--- src/rtl/hb_pkg.sv ---
package hb_pkg;

    localparam int NUM_LEGS = 2;
    // per leg: direction, enable, over-temp, overcurrent; shared: pwm, uv, sense_dis
    localparam int SYNC_W   = 4 * NUM_LEGS + 3;

    typedef enum logic [1:0] {
        LEG_OFF  = 2'd0,
        LEG_HS   = 2'd1,
        LEG_LS   = 2'd2,
        LEG_DEAD = 2'd3
    } leg_st_e;

    typedef struct packed {
        logic dir;
        logic pwm;
        logic en;
        logic ot;
        logic oc;
        logic uv;
    } leg_in_t;

    // Switch a leg should settle on, ignoring dead time.
    function automatic leg_st_e leg_target(leg_in_t li, logic faulted);
        if (li.uv || !li.en || faulted) return LEG_OFF;
        else if (li.dir)                return LEG_HS;
        else if (li.pwm)                return LEG_LS;
        else                            return LEG_OFF;
    endfunction

endpackage

--- src/rtl/hb_sync.sv ---
module hb_sync #(
    parameter int W = 1
) (
    input  logic         clk,
    input  logic         rst,
    input  logic [W-1:0] d,
    output logic [W-1:0] q
);
    logic [W-1:0] stage1;

    always_ff @(posedge clk) begin
        if (rst) begin
            stage1 <= '0;
            q      <= '0;
        end else begin
            stage1 <= d;
            q      <= stage1;
        end
    end
endmodule

--- src/rtl/hb_leg.sv ---
module hb_leg
    import hb_pkg::*;
#(
    parameter int DEAD_CYC = 4
) (
    input  logic    clk,
    input  logic    rst,
    input  leg_in_t in_i,
    output logic    hs_o,
    output logic    ls_o,
    output logic    fault_o,
    output logic    diag_o
);
    localparam int CW = $clog2(DEAD_CYC + 1);
    localparam logic [CW-1:0] DEAD_LOAD = CW'(DEAD_CYC - 1);
    localparam logic [CW-1:0] DEAD_MAX  = CW'(DEAD_CYC);

    logic          dir_q;
    logic          dir_rise;
    logic          fault_set;
    logic          fault_q;
    leg_st_e       st_q, st_n, tgt;
    logic [CW-1:0] cnt_q, cnt_n;

    assign dir_rise  = in_i.dir & ~dir_q;
    assign fault_set = in_i.ot | in_i.oc;

    // fault latch: frozen during undervoltage, set has priority over clear
    always_ff @(posedge clk) begin
        if (rst) begin
            dir_q   <= 1'b0;
            fault_q <= 1'b0;
            diag_o  <= 1'b0;
        end else begin
            dir_q  <= in_i.dir;
            diag_o <= fault_q & ~in_i.uv;
            if (!in_i.uv) begin
                if (fault_set)     fault_q <= 1'b1;
                else if (dir_rise) fault_q <= 1'b0;
            end
        end
    end

    assign tgt = leg_target(in_i, fault_q);

    always_comb begin
        st_n  = st_q;
        cnt_n = cnt_q;
        unique case (st_q)
            LEG_OFF: st_n = tgt;
            LEG_HS, LEG_LS: begin
                if (tgt != st_q) begin
                    st_n  = LEG_DEAD;
                    cnt_n = DEAD_LOAD;
                end
            end
            LEG_DEAD: begin
                if (cnt_q == '0) st_n  = tgt;
                else             cnt_n = cnt_q - 1'b1;
            end
            default: st_n = LEG_OFF;
        endcase
    end

    always_ff @(posedge clk) begin
        if (rst) begin
            st_q  <= LEG_OFF;
            cnt_q <= '0;
        end else begin
            st_q  <= st_n;
            cnt_q <= cnt_n;
        end
    end

    assign hs_o    = (st_q == LEG_HS);
    assign ls_o    = (st_q == LEG_LS);
    assign fault_o = fault_q;

    // ---------------- checking ----------------
    logic          gate_on;
    logic          had_on;
    logic [CW-1:0] gap_q;
    assign gate_on = hs_o | ls_o;

    always_ff @(posedge clk) begin
        if (rst) begin
            gap_q  <= '0;
            had_on <= 1'b0;
        end else begin
            if (gate_on) begin
                gap_q  <= '0;
                had_on <= 1'b1;
            end else if (gap_q < DEAD_MAX) begin
                gap_q <= gap_q + 1'b1;
            end
        end
    end

    AST_DEAD_GAP: assert property (@(posedge clk) disable iff (rst)
        ($rose(gate_on) && had_on) |-> (gap_q >= DEAD_MAX));
    AST_UV_GATES_OFF: assert property (@(posedge clk) disable iff (rst)
        in_i.uv |=> (!hs_o && !ls_o));
    AST_UV_NO_DIAG: assert property (@(posedge clk) disable iff (rst)
        in_i.uv |=> !diag_o);
    AST_UV_HOLD_LATCH: assert property (@(posedge clk) disable iff (rst)
        in_i.uv |=> $stable(fault_q));
    AST_PWM_LS_OFF: assert property (@(posedge clk) disable iff (rst)
        !in_i.pwm |=> !ls_o);
    AST_EN_LOW_OFF: assert property (@(posedge clk) disable iff (rst)
        !in_i.en |=> (!hs_o && !ls_o));
    AST_FAULT_LATCH: assert property (@(posedge clk) disable iff (rst)
        (fault_set && !in_i.uv) |=> fault_q);
    AST_FAULT_OFF: assert property (@(posedge clk) disable iff (rst)
        fault_q |=> (!hs_o && !ls_o));
    AST_FAULT_STICKY: assert property (@(posedge clk) disable iff (rst)
        (fault_q && !dir_rise) |=> fault_q);
endmodule

--- src/rtl/hbridge_ctrl.sv ---
module hbridge_ctrl
    import hb_pkg::*;
#(
    parameter int DEAD_CYC = 4
) (
    input  logic       clk,
    input  logic       rst,
    input  logic       dir_a,
    input  logic       dir_b,
    input  logic       pwm,
    input  logic [1:0] en_line,
    input  logic [1:0] hs_ot,
    input  logic [1:0] ls_oc,
    input  logic       uv,
    input  logic       sense_dis,
    output logic [1:0] hs_gate,
    output logic [1:0] ls_gate,
    output logic [1:0] leg_hiz,
    output logic [1:0] diag_pull,
    output logic       sense_en,
    output logic       standby
);
    logic [SYNC_W-1:0]   raw, sy;
    logic [NUM_LEGS-1:0] dir_s, en_s, ot_s, oc_s, fault_v;
    logic                pwm_s, uv_s, sdis_s;

    assign raw = {dir_b, dir_a, en_line, hs_ot, ls_oc, pwm, uv, sense_dis};

    hb_sync #(.W(SYNC_W)) u_sync (
        .clk (clk),
        .rst (rst),
        .d   (raw),
        .q   (sy)
    );

    assign {dir_s, en_s, ot_s, oc_s, pwm_s, uv_s, sdis_s} = sy;

    for (genvar g = 0; g < NUM_LEGS; g++) begin : g_leg
        leg_in_t li;
        assign li = '{dir: dir_s[g], pwm: pwm_s, en: en_s[g],
                      ot: ot_s[g], oc: oc_s[g], uv: uv_s};
        hb_leg #(.DEAD_CYC(DEAD_CYC)) u_leg (
            .clk     (clk),
            .rst     (rst),
            .in_i    (li),
            .hs_o    (hs_gate[g]),
            .ls_o    (ls_gate[g]),
            .fault_o (fault_v[g]),
            .diag_o  (diag_pull[g])
        );
    end

    assign leg_hiz  = ~hs_gate & ~ls_gate;
    assign sense_en = ~sdis_s;
    assign standby  = ~|fault_v & ~|dir_s & ~pwm_s & ~|en_s;
endmodule

--- config.mk ---
export PLATFORM = sky130hd
export DESIGN_NAME = hbridge_ctrl
export DESIGN_NICKNAME = d
export VERILOG_FILES = /design/src/rtl/hb_pkg.sv /design/src/rtl/hb_sync.sv /design/src/rtl/hb_leg.sv /design/src/rtl/hbridge_ctrl.sv
export SDC_FILE = /design/constraint.sdc
export NUM_CORES = 1
export LEC_CHECK = 0
export BUFFER_PORTS_ARGS = -buffer_cell sky130_fd_sc_hd__buf_2
export CAP_MARGIN = 10
export CORE_UTILIZATION = 30
export CTS_CLUSTER_SIZE = 10
export DETAILED_ROUTE_END_ITERATION = 16
export PLACE_DENSITY_LB_ADDON = 0.1
export REMOVE_ABC_BUFFERS = 1
export SLEW_MARGIN = 20
export SYNTH_ARGS = -nofsm -noshare
export SYNTH_HDL_FRONTEND = slang
export SYNTH_HIERARCHICAL = 1
export SYNTH_SLANG_ARGS = --single-unit
export TNS_END_PERCENT = 100
--- constraint.sdc ---
create_clock -name clk -period 2 [get_ports clk]
set_clock_uncertainty 0.2 [all_clocks]
set_input_delay 0.1 -clock clk [delete_from_list [all_inputs] [get_ports clk]]
set_output_delay 0.1 -clock clk [all_outputs]
set_load 0.1 [all_outputs]
# Yosys cells after proc, flatten, opt, wreduce, memory -nomap -nowiden
# Index checks and enable logic that the tools add are counted.
[totals]
ff_bits = 38
inputBits = 13
word_cells = 94
[op_classes]
add_sub_neg = 2
n_eq_ne = 14
muxes = 21
n_bitwise = 17
n_reduce_logical = 28
[op_table]
columns = ["cell", "count"]
rows = [
  ["2-to-1 mux 2 bit", 9],
  ["2-to-1 mux 3 bit", 4],
  ["one-hot mux 2 bit (3 select lines)", 2],
  ["one-hot mux 3 bit (2 select lines)", 2],
  ["OR reduction 2 bit", 5],
  ["== test 2 bit (second input constant)", 4],
  ["inequality test 2 x 1 -> 1 bit (second input constant)", 4],
  ["AND reduction 2 bit", 4],
  ["nonzero test 2 bit", 4],
  ["bitwise AND 1 bit", 7],
  ["logical NOT 3 bit", 2],
  ["AND reduction 3 bit", 2],
  ["subtractor 3 x 1 -> 3 bit (second input constant)", 2],
  ["logical NOT 1 bit", 5],
  ["inverter 1 bit", 5],
  ["== test 2 x 1 -> 1 bit (second input constant)", 2],
  ["logical NOT 2 bit", 2],
  ["logical OR 1 bit", 4],
  ["2-to-1 mux 1 bit", 4],
  ["inequality test 2 bit", 2],
  ["inequality test 2 bit (second input constant)", 2],
  ["inverter 2 bit", 2],
  ["bitwise AND 2 bit", 1],
  ["OR 1 bit", 2],
]

# Depth between registers and ports, before layout
[depth]
depth_word = 7
mapped_depth = 7
depth_no_buf = 7

# By module
# The synthesis kept the hierarchy.
[modules_own_cells]
columns = ["mod", "n_inst", "cells_per_inst", "area_per_inst_um2"]
rows = [
  ["hb_sync", 1, 46, 640.6],
  ["hb_leg (g_leg[1].u_leg)", 1, 58, 534.3],
  ["hb_leg (g_leg[0].u_leg)", 1, 59, 523.0],
  ["hbridge_ctrl", 1, 5, 31.3],
]

# Least setup slack after synthesis
# OpenSTA, ideal clock, no wires.
[synth_timing]
kind = "register to output"
start = "register g_leg[1].u_leg.fault_q"
end = "output port standby"
arrival_time_ns = 2.470
slack_ns = -0.770
path_stages_with_launch = 3
path_buffers = 0
path_cell_list = "dfxtp_1 or4_1 nor4_2"
[synth_between]
elab_chain_len = 5
[synth_lines]
columns = ["item", "line", "text"]
rows = [
  ["start, declared", "hb_leg.sv:21", "logic fault_q;"],
  ["start signal, assigned", "hb_leg.sv:32", "fault_q <= 1'b0;"],
  ["start signal, assigned", "hb_leg.sv:38", "if (fault_set) fault_q <= 1'b1;"],
  ["start signal, assigned", "hb_leg.sv:39", "else if (dir_rise) fault_q <= 1'b0;"],
  ["OR reduction 2 bit", "hbridge_ctrl.sv:55", "assign standby = ~|fault_v & ~|dir_s & ~pwm_s & ~|en_s;"],
  ["logical NOT 1 bit", "hbridge_ctrl.sv:55", ""],
  ["bitwise AND 1 bit (3 in a row)", "hbridge_ctrl.sv:55", ""],
  ["end, declared", "hbridge_ctrl.sv:21", "output logic standby"],
]
# No other way between the ends.

# Worst setup path in the final report
# Same ends and word-level chain as after synthesis.

==> results.json <==
{
  "ios": 23,
  "synth_edf_count": 0,
  "worstMarginPinSlew_ps": 485,
  "min-delay-start": "rst",
  "n_antenna_cell": 0,
  "grt_start_max_net_pins": 18,
  "power.total_w": 0.00177,
  "drt.antenna.violating_nets": 0,
  "switching_share": 0.212,
  "startpoint_type": "flop",
  "ys_types": 38,
  "crit_type": "reg -> out",
  "grt_pass1_wl_um": 5280,
  "synth_top_family_by_area": "simple AND/OR/NAND/NOR gates",
  "numPortBuffers": 22,
  "drc_errors": 0,
  "period_share": 0.954,
  "syn_to_final_growth_pct": 28.3,
  "vias": 1270,
  "worstPathMaxFanout": 5,
  "power.switching_w": 0.000376,
  "pwr-share-comb": 0.098,
  "max_freq_mhz": 524,
  "fin_area_um2": 2220,
  "cts_sinks": 38,
  "synthSimpleGateAreaFrac": 0.282,
  "dr.first_iter.drc_count": 47,
  "chipWidth_um": 77.9,
  "finalWorstPathRequiredPeriod_ps": 1910,
  "whs_endpoint": "u_sync/stage1[3]",
  "synth_area_per_cell_um2": 10.3,
  "clock_path_buffers": 2,
  "synth-xor-area-share": 0,
  "finalHoldViolCount": 0,
  "numCtsBuffers": 5,
  "cp_data_arrival_time_ps": 1610,
  "syn_area_um2": 1730,
  "ys_async_sr_fraction": 0,
  "clockRootBuffer": "clkbuf_8",
  "hold_class": "in -> reg",
  "pwr_density_cell_nw_per_um2": 798,
  "final_common_cell": "dfxtp_1",
  "start_util": 0.312,
  "ys.flop_type": "dfxtp_1",
  "ys_seq_area_frac": 0.440,
  "slew_headroom": 0.679,
  "die_h_um": 77.9,
  "nets": 232,
  "vdd_drop_max_mv": 0.440,
  "antenna_found_initial": 0,
  "slew_violations": 0,
  "reg2reg_to": "g_leg[1].u_leg/cnt_q[1]",
  "cp-end-kind": "primary output",
  "setup-tns-final_ps": 0,
  "row_count": 27,
  "ctsHtreeMaxLevel": 2,
  "drive_gt1_frac": 0.314,
  "postPlaceCellArea_um2": 1940,
  "first_pass_iters": 4,
  "grt-ovfl-total": 0,
  "muxShareOfSynthArea": 0.0174,
  "internal_power_w": 0.00139,
  "power.leakage_nw": 0.919,
  "r2r-start": "g_leg[1].u_leg/st_q[0]",
  "power_frac_clock": 0.449,
  "wl_per_cell_um": 11.0,
  "mostFrequentLayoutCells": "dfxtp_1 (37), buf_2 (21), inv_1 (15), nor2b_2 (15), nor2_1 (12)",
  "r2r_setup_slack_ps": 130,
  "n_fill_cell": 567,
  "grt_pass1_vias": 1227,
  "cts_tree": "yes",
  "synth-compound-area-share": 0.138,
  "power_frac_seq": 0.452,
  "synth-adder-area-share": 0.0724,
  "clk_latency_ps": 280,
  "synth-seq-cells": 38,
  "place.gp.congestion": 0.790,
  "synthCells": 168,
  "core_um2": 5540,
  "critPathRequiredTime_ps": 1700,
  "hpwl_um": 2180,
  "wirelength_um": 3100,
  "status": "finished clean",
  "fin_util": 0.400,
  "clk_pin_slew_worst_paths_ps": 70,
  "ff2ff_path_depth": 7,
  "grtUsageTotal": 0.114,
  "grt_setup_unrepaired": "false",
  "yosys_warnings": 6,
  "drv_cap": 0,
  "viasPerCell": 4.50,
  "design.die.area_um2": 6070,
  "finalSetupViolations": 0,
  "whs_path_depth": 2
}
-- cell usage after synthesis (all sizes together), types with 3 or more instances --
cell,n,area share
o21ai,6,0.017
inv,15,0.033
dfxtp,38,0.44
ha,10,0.072
nor3b,4,0.020
a311oi,3,0.019
o31ai,3,0.013
nor2b,26,0.12
a21oi,10,0.033
nand2,10,0.022
nor2,12,0.026
-- sequential cells by signal, indices dropped and copies added (netlist names) --
signal and count:
g_leg.u_leg/cnt_q 6, g_leg.u_leg/diag_o 2, g_leg.u_leg/dir_q 2, g_leg.u_leg/fault_o 2, g_leg.u_leg/st_q 4, u_sync/q 11, u_sync/stage1 11
-- power by group through the flow --
stage / clock network, W / logic [W] / registers, W
after global placement: 0 / 0.000150 / 0.000818
final: 0.000795 / 0.000174 / 0.000801
after detailed placement: 0 / 0.000153 / 0.000818
after floorplan: 0 / 0.0000877 / 0.000827
after CTS: 0.000827 / 0.000173 / 0.000801
after global routing: 0.000862 / 0.000189 / 0.000805
-- stage by stage --
stage                     instances  hold WS [ps]  worst slack (ps)
after detailed placement        262           110              20.3
after CTS                       281          11.6              17.4
after floorplan                 164         -34.2              -770
after global placement          262           103               102
final                           282          18.1              91.8
after global routing            282          27.6              9.16
-- how the worst max path moves through the flow --
stage,from,end,slack (ps),cells past startpoint
after global placement,g_leg[0].u_leg/cnt_q[0],g_leg[0].u_leg/cnt_q[0],100,7
after detailed placement,g_leg[0].u_leg/cnt_q[0],g_leg[0].u_leg/cnt_q[0],20,7
after global routing,g_leg[1].u_leg/fault_o,standby,9,3
after CTS,g_leg[0].u_leg/cnt_q[0],g_leg[0].u_leg/cnt_q[0],20,7
after floorplan,g_leg[1].u_leg/fault_o,standby,-770,2
final,g_leg[1].u_leg/fault_o,standby,90,3
-- final cells by class --
type                    count  area [um^2]  area share
well taps                  72         90.1      0.0406
clock inverters             2         60.1      0.0271
repair buffers             38          273       0.123
clock buffers               6         82.6      0.0372
multi-input cells         111          895       0.403
inverters                  15         56.3      0.0254
flip-flops and latches     38          762       0.343
-- critical path, stage by stage (launching register included) --
cell     delay, ps
dfxtp_1        380
or4_4          520
nor4_4         220
buf_12         220
-- cell families (layout without fill, tap and decap cells) --
group / Yosys count / in the layout
buffers and inverters: 19 / 61
and+or+nand+nor: 68 / 68
muxes: 2 / 2
AOI/OAI and AO/OA: 31 / 31
DFF: 38 / 38
adders and majority gates: 10 / 10
-- repair_timing --
| item | in CTS | in global routing |
|---|---|---|
| hold buffers | 11 | 0 |
| hold endpoints to repair | 11 | 0 |
| resized for setup | 1 | 3 |
| setup buffers | 0 | 1 |
| pin swaps | 0 | 1 |
| endpoints found under the setup margin | 1 | 4 |
-- layer usage --
layer | global-route usage | vias up | part of all wire
met5 | 0 | - | 0
met4 | 0.0611 | 0 | 0.012
met3 | 0.0400 | 5 | 0.040
met2 | 0.190 | 27 | 0.48
met1 | 0.127 | 582 | 0.47
li1 | - | 656 | -
(Power assumes the default switching activity.)
